==> src/rtl/mpRxPkg.sv <==
package mpRxPkg;
  typedef enum logic [1:0] {
    S_IDLE,
    S_START,
    S_BITS,
    S_STOP
  } rxState_e;

  typedef struct packed {
    logic shiftEn;  // capture one data/address bit
    logic finish;   // stop-bit centre reached
  } rxStrobe_t;
endpackage

==> src/rtl/mpRxCtrl.sv <==
module mpRxCtrl
  import mpRxPkg::*;
#(
  parameter int OVERSAMPLE = 16,
  parameter int DATA_W     = 8
) (
  input  logic      clk,
  input  logic      rst,
  input  logic      sampleTick,
  input  logic      lineSync,
  input  logic      mpMode,
  output rxStrobe_t strobe
);
  localparam int HALF  = OVERSAMPLE / 2;
  localparam int CNT_W = $clog2(OVERSAMPLE);
  localparam int BIT_W = $clog2(DATA_W + 2);

  rxState_e         state;
  logic [CNT_W-1:0] cnt;
  logic [BIT_W-1:0] bitIdx;
  logic [BIT_W-1:0] lastBit;
  logic             fullBit;
  logic             halfBit;

  always_comb begin
    lastBit = mpMode ? BIT_W'(DATA_W) : BIT_W'(DATA_W - 1);
    fullBit = (cnt == CNT_W'(OVERSAMPLE - 1));
    halfBit = (cnt == CNT_W'(HALF - 1));
    strobe.shiftEn = sampleTick && (state == S_BITS) && fullBit;
    strobe.finish  = sampleTick && (state == S_STOP) && fullBit;
  end

  always_ff @(posedge clk) begin
    if (rst) begin
      state  <= S_IDLE;
      cnt    <= '0;
      bitIdx <= '0;
    end else if (sampleTick) begin
      case (state)
        S_IDLE: begin
          if (!lineSync) begin
            state <= S_START;
            cnt   <= '0;
          end
        end
        S_START: begin
          if (halfBit) begin
            cnt    <= '0;
            bitIdx <= '0;
            state  <= lineSync ? S_IDLE : S_BITS;
          end else begin
            cnt <= cnt + 1'b1;
          end
        end
        S_BITS: begin
          if (fullBit) begin
            cnt <= '0;
            if (bitIdx == lastBit) state <= S_STOP;
            else bitIdx <= bitIdx + 1'b1;
          end else begin
            cnt <= cnt + 1'b1;
          end
        end
        S_STOP: begin
          if (fullBit) begin
            cnt   <= '0;
            state <= S_IDLE;
          end else begin
            cnt <= cnt + 1'b1;
          end
        end
        default: state <= S_IDLE;
      endcase
    end
  end

  // sampling only advances on the oversampling enable
  p_tick_gate_r2: assert property (@(posedge clk) disable iff (rst)
    !sampleTick |=> $stable(state));

  // a line back high at the half-bit check abandons the frame
  p_glitch_drop_r1: assert property (@(posedge clk) disable iff (rst)
    (sampleTick && state == S_START && halfBit && lineSync) |=> (state == S_IDLE));
endmodule

==> src/rtl/mpRxData.sv <==
module mpRxData
  import mpRxPkg::*;
#(
  parameter int DATA_W = 8
) (
  input  logic              clk,
  input  logic              rst,
  input  logic              rxLine,
  input  rxStrobe_t         strobe,
  input  logic              mpMode,
  input  logic [DATA_W-1:0] localId,
  input  logic              readStrobe,
  input  logic              errAck,
  output logic              lineSync,
  output logic [DATA_W-1:0] rxData,
  output logic              rxIsAddr,
  output logic              rxReady,
  output logic              frameErr,
  output logic              overrun,
  output logic              addressed
);
  logic              syncA;
  logic [DATA_W:0]   shiftReg;
  logic [DATA_W-1:0] wordData;
  logic              mpBit;
  logic              deliver;
  logic              fromAddr;
  logic              addrSet;
  logic              addrClr;
  logic              badStop;
  logic              slotFree;

  always_ff @(posedge clk) begin
    if (rst) begin
      syncA    <= 1'b1;
      lineSync <= 1'b1;
    end else begin
      syncA    <= rxLine;
      lineSync <= syncA;
    end
  end

  always_ff @(posedge clk) begin
    if (rst) shiftReg <= '0;
    else if (strobe.shiftEn) shiftReg <= {lineSync, shiftReg[DATA_W:1]};
  end

  always_comb begin
    wordData = mpMode ? shiftReg[DATA_W-1:0] : shiftReg[DATA_W:1];
    mpBit    = mpMode && shiftReg[DATA_W];
    deliver  = 1'b0;
    fromAddr = 1'b0;
    addrSet  = 1'b0;
    addrClr  = 1'b0;
    badStop  = 1'b0;
    if (strobe.finish) begin
      if (!lineSync) begin
        badStop = 1'b1;
      end else if (!mpMode) begin
        deliver = 1'b1;
      end else if (mpBit) begin
        if (wordData == localId) begin
          addrSet  = 1'b1;
          deliver  = 1'b1;
          fromAddr = 1'b1;
        end else begin
          addrClr = 1'b1;
        end
      end else if (addressed) begin
        deliver = 1'b1;
      end
    end
    slotFree = !rxReady || readStrobe;
  end

  always_ff @(posedge clk) begin
    if (rst) begin
      rxData    <= '0;
      rxIsAddr  <= 1'b0;
      rxReady   <= 1'b0;
      frameErr  <= 1'b0;
      overrun   <= 1'b0;
      addressed <= 1'b0;
    end else begin
      if (deliver && slotFree) begin
        rxData   <= wordData;
        rxIsAddr <= fromAddr;
        rxReady  <= 1'b1;
      end else if (readStrobe) begin
        rxReady <= 1'b0;
      end

      if (deliver && !slotFree) overrun <= 1'b1;
      else if (errAck) overrun <= 1'b0;

      if (badStop) frameErr <= 1'b1;
      else if (errAck) frameErr <= 1'b0;

      if (addrSet) addressed <= 1'b1;
      else if (addrClr) addressed <= 1'b0;
    end
  end

  // a low stop bit raises the framing flag
  p_bad_stop_r3: assert property (@(posedge clk) disable iff (rst)
    (strobe.finish && !lineSync) |=> frameErr);

  // taking the byte empties the holding register
  p_read_clears_r4: assert property (@(posedge clk) disable iff (rst)
    (readStrobe && !strobe.finish) |=> !rxReady);

  // an overrun leaves the held byte untouched
  p_overrun_hold_r9: assert property (@(posedge clk) disable iff (rst)
    (strobe.finish && rxReady && !readStrobe) |=> $stable(rxData));

  // acknowledge clears both error flags when no frame ends
  p_err_ack_r10: assert property (@(posedge clk) disable iff (rst)
    (errAck && !strobe.finish) |=> (!frameErr && !overrun));

  // the addressed state moves only at the end of a frame
  p_addr_at_frame_end_r8: assert property (@(posedge clk) disable iff (rst)
    !$stable(addressed) |-> $past(strobe.finish));

  // a payload frame seen while not addressed leaves the ready flag alone
  p_skip_unaddressed_r5: assert property (@(posedge clk) disable iff (rst)
    (strobe.finish && mpMode && !addressed && !shiftReg[DATA_W] && !readStrobe)
      |=> $stable(rxReady));
endmodule

==> src/rtl/multidropRx.sv <==
module multidropRx
  import mpRxPkg::*;
#(
  parameter int OVERSAMPLE = 16,
  parameter int DATA_W     = 8
) (
  input  logic              clk,
  input  logic              rst,
  input  logic              sampleTick,
  input  logic              rxLine,
  input  logic              mpMode,
  input  logic [DATA_W-1:0] localId,
  input  logic              readStrobe,
  input  logic              errAck,
  output logic [DATA_W-1:0] rxData,
  output logic              rxIsAddr,
  output logic              rxReady,
  output logic              frameErr,
  output logic              overrun,
  output logic              addressed,
  output logic              rxIrq,
  output logic              errIrq
);
  rxStrobe_t strobe;
  logic      lineSync;

  mpRxCtrl #(.OVERSAMPLE(OVERSAMPLE), .DATA_W(DATA_W)) u_ctrl (
    .clk        (clk),
    .rst        (rst),
    .sampleTick (sampleTick),
    .lineSync   (lineSync),
    .mpMode     (mpMode),
    .strobe     (strobe)
  );

  mpRxData #(.DATA_W(DATA_W)) u_data (
    .clk        (clk),
    .rst        (rst),
    .rxLine     (rxLine),
    .strobe     (strobe),
    .mpMode     (mpMode),
    .localId    (localId),
    .readStrobe (readStrobe),
    .errAck     (errAck),
    .lineSync   (lineSync),
    .rxData     (rxData),
    .rxIsAddr   (rxIsAddr),
    .rxReady    (rxReady),
    .frameErr   (frameErr),
    .overrun    (overrun),
    .addressed  (addressed)
  );

  assign rxIrq  = rxReady;
  assign errIrq = frameErr || overrun;
endmodule

==> config.mk <==
export PLATFORM = sky130hd
export DESIGN_NAME = multidropRx
export DESIGN_NICKNAME = d
export VERILOG_FILES = /design/src/rtl/mpRxPkg.sv /design/src/rtl/mpRxCtrl.sv /design/src/rtl/mpRxData.sv /design/src/rtl/multidropRx.sv
export SDC_FILE = /design/constraint.sdc
export NUM_CORES = 1
export LEC_CHECK = 0
export BUFFER_PORTS_ARGS = -buffer_cell sky130_fd_sc_hd__buf_2
export CAP_MARGIN = 0
export CORE_MARGIN = 3
export CORE_UTILIZATION = 55
export DETAILED_ROUTE_END_ITERATION = 10
export GPL_ROUTABILITY_DRIVEN = 0
export MAX_ROUTING_LAYER = met4
export PLACE_DENSITY_LB_ADDON = 0.12
export SYNTH_ARGS = -nofsm -noshare
export SYNTH_HDL_FRONTEND = slang
export SYNTH_SLANG_ARGS = --single-unit
export TNS_END_PERCENT = 10
==> constraint.sdc <==
create_clock -name clk -period 2 [get_ports clk]
set_input_delay 0.2 -clock clk [delete_from_list [all_inputs] [get_ports clk]]
set_output_delay 0.2 -clock clk [all_outputs]
set_load 0.05 [all_outputs]
==> key figures <==
Finish
  • Layout cell share with drive strength beyond 1: 0.329
  • Post-route cell area: 2100 um^2
  • Area Overhead vs Synth: 13.9%
  • Cell Count, Final, Fillers Out: 275
  • Register Area: 684 um^2
  • Antenna diode count: 0
  • Multi-input gate area: 1050 um^2
  • Nets: 247
  • Fillers: 258

Synth
  • Post-synth top cells: dfxtp_1, nor2_1, mux2i_1
  • Main synth FF type: dfxtp_1
  • Mapped Area: 1840 um^2
  • Async SR Flop Fraction: 0
  • Top-count cell post-synth: dfxtp_1
  • Largest cells by area after synthesis: dfxtp_1, mux2i_1, nor2_1
  • Cell taking the most area after synthesis: dfxtp_1
  • Post-Synthesis Cells: 197
  • Cell variety after synth: 46
  • Synthesized area per cell: 9.35 um^2
  • Ys Warns: 0
  • Seq cells post-synth: 34
  • EDFF count, synth: 0
  • Syn Nets: 214
  • Register area share after synthesis: 0.370
  • Share of the synthesized area in the top cell type: 0.370

STA
  • Endpoints failing hold: 0
  • Final period utilization: 0.967
  • Maximum clock rate: 517 MHz
  • Final Max Slew Viols: 0
  • Final Worst Setup Slack: 65.9 ps
  • RSZ-0062 raised after global routing: yes
  • Slew HR: 0.506
  • Worst slew pin tran: 741 ps
  • Min Tclk post-route: 1930 ps
  • Worst clock skew: 5.64 ps
  • Setup violators final: 0

CTS
  • CTS Root Cell: clkbuf_4
  • Skew-Pair Late Insertion Delay: 320 ps
  • CTS Sinks: 34
  • Worst-path clk slew: 100 ps
  • CTS tree: built
  • Post-CTS Setup Inserts: 0
  • CTS buffer count: 5
  • CTS H-tree depth: 2
  • Largest buffer count on any clock path: 2

Pwr
  • Sw frac: 0.229
  • Leakage: 0.804 nW
  • Max VDD drop: 0.461 mV
  • Clk pwr share: 0.329
  • Pwr dens: 551 nW/um^2
  • Flop pwr share: 0.596
  • Combinational Power Share: 0.075
  • Tot Pwr: 1.16 mW
  • Internal: 0.891 mW
  • Psw: 0.265 mW

Setup path
  • Critical path class: register to register
  • CP Capture Type: register
  • Crit-path max cell delay: 370 ps
  • Worst Setup Start Kind: register
  • Worst EP arrival: 2170 ps
  • Critical Path RT: 2240 ps
  • Critical-path top delay cell: or3_1
  • Crit-path cells: xor2_1 -> or3_1 -> a211oi_2 -> a31o_1 -> buf_12 -> a21oi_1 -> a311oi_2
  • Largest fanout on the critical path: 18

GRT
  • Total GRT Usage: 0.207
  • Pin count of the biggest net entering global routing: 35
  • Antenna violations before repair: 0
  • GR Overflow Total: 0
  • Vias in the first global route: 1414
  • First-pass GRT wire length: 6500 um

Floorplan
  • Initial core utilization: 0.589
  • Die height: 63.9 um
  • Num ports: 30
  • Die area: 4080 um^2
  • # rows: 20
  • Total core area: 3130 um^2
  • Die X: 63.9 um

Job
  • # Max-Cap Violations: 0

Routing
  • DRT antenna net count: 0
  • Routed vias/inst: 5.46
  • First-pass iteration count of the detailed router: 4
  • Initial DRC count: 48
  • Via count: 1502
  • Drt drc: 0
  • DRT Wirelength: 3660 um
  • DR WL/cell: 13.3 um

Place
  • Post-Place Cells: 267
  • Placed inst area: 2020 um^2
  • Pre-CTS worst setup slack: -54.1 ps
  • Port Buffer Count: 29
  • Post-DP HPWL: 2770 um

Run status
  • Status: finished, final reports clean

Min path
  • Hold Crit Class: input pin to register
## kinds of logic after synthesis
| kind of cell | synth area share |
|---|---|
| DFF | 0.370 |
| muxes | 0.123 |
| buffers and inverters | 0.0693 |
| and+or+nand+nor | 0.220 |
| xor gates and xnor gates | 0.0523 |
| AOI/OAI and AO/OA | 0.152 |
| adders and majority gates | 0.0136 |
## registers in the layout (all words and copies together), names as in the netlist, 4 cells and up, named ones only
name             count
u_data.shiftReg      9
u_data.rxData        8
u_ctrl.bitIdx        4
u_ctrl.cnt           4
## worst max-delay path, delay by kind of cell (launching register included)
kind                   cells  cell delay (ps)
AND/OR/NAND/NOR            1              370
XOR/XNOR                   1              150
buffers and inverters      1              160
flip-flops                 1              330
AO/OA/AOI/OAI              4              840
## metrics by stage
step | setup TNS (ps) | util | hold slack [ps]
3_3_place_gp | 0 | 0.645 | 388
3_5_place_dp | -216 | 0.645 | 392
2_1_floorplan | 0 | - | 307
4_1_cts | 0 | 0.664 | 45.5
5_1_grt | -214 | 0.670 | 28.4
6_report | 0 | 0.670 | 58.2
## cells in the final DEF (no fill, tap or decap), types with 4 or more instances in the layout
master | Yosys | layout
a21oi_1 | 16 | 16
a21oi_2 | 4 | 4
a311oi_2 | 4 | 4
buf_2 | 2 | 29
buf_4 | 2 | 10
clkbuf_4 | 0 | 5
dfxtp_1 | 34 | 31
mux2i_1 | 19 | 17
nand2_1 | 13 | 13
nand3_1 | 6 | 6
nor2_1 | 22 | 22
nor2b_1 | 4 | 4
o21ai_0 | 4 | 4
xnor2_1 | 9 | 9
## routing by layer
metal / up-vias / share of wire / global-route usage
met1: 700 / 0.48 / 0.266
met2: 26 / 0.46 / 0.307
met3: 8 / 0.038 / 0.0703
li1: 768 / - / -
met4: 0 / 0.020 / 0.0647
met5: - / 0 / -
## cell type report
| class | count | area share |
|---|---|---|
| Clock buffer | 7 | 0.0263 |
| Clock inverter | 1 | 0.00239 |
| Inverter | 2 | 0.00358 |
| Multi-Input combinational cell | 147 | 0.501 |
| Sequential cell | 34 | 0.326 |
| Tap cell | 44 | 0.0263 |
| Timing Repair Buffer | 40 | 0.115 |
## final timing paths
kind	startpoint	to	slack, ps	cells past startpoint
hold / removal	rxLine	u_data.syncA	60	2
setup reg to reg	u_data.shiftReg[4]	u_data.rxData[4]	70	7
hold reg to reg	u_data.syncA	u_data.lineSync	420	1
setup / recovery	u_data.shiftReg[4]	u_data.rxData[4]	70	7
## timing repair
item,CTS,global route
resized for setup,0,7
setup endpoints to repair,0,11
hold buffers,0,0
## power by group through the flow
stage	Clock [mW]	Combinational, mW	Sequential, mW
2_1_floorplan	0	0.0676	0.699
3_3_place_gp	0	0.0817	0.704
3_5_place_dp	0	0.0858	0.704
4_1_cts	0.395	0.0860	0.689
5_1_grt	0.425	0.0956	0.690
6_report	0.381	0.0867	0.689
Power figures use the tool's default switching activity.
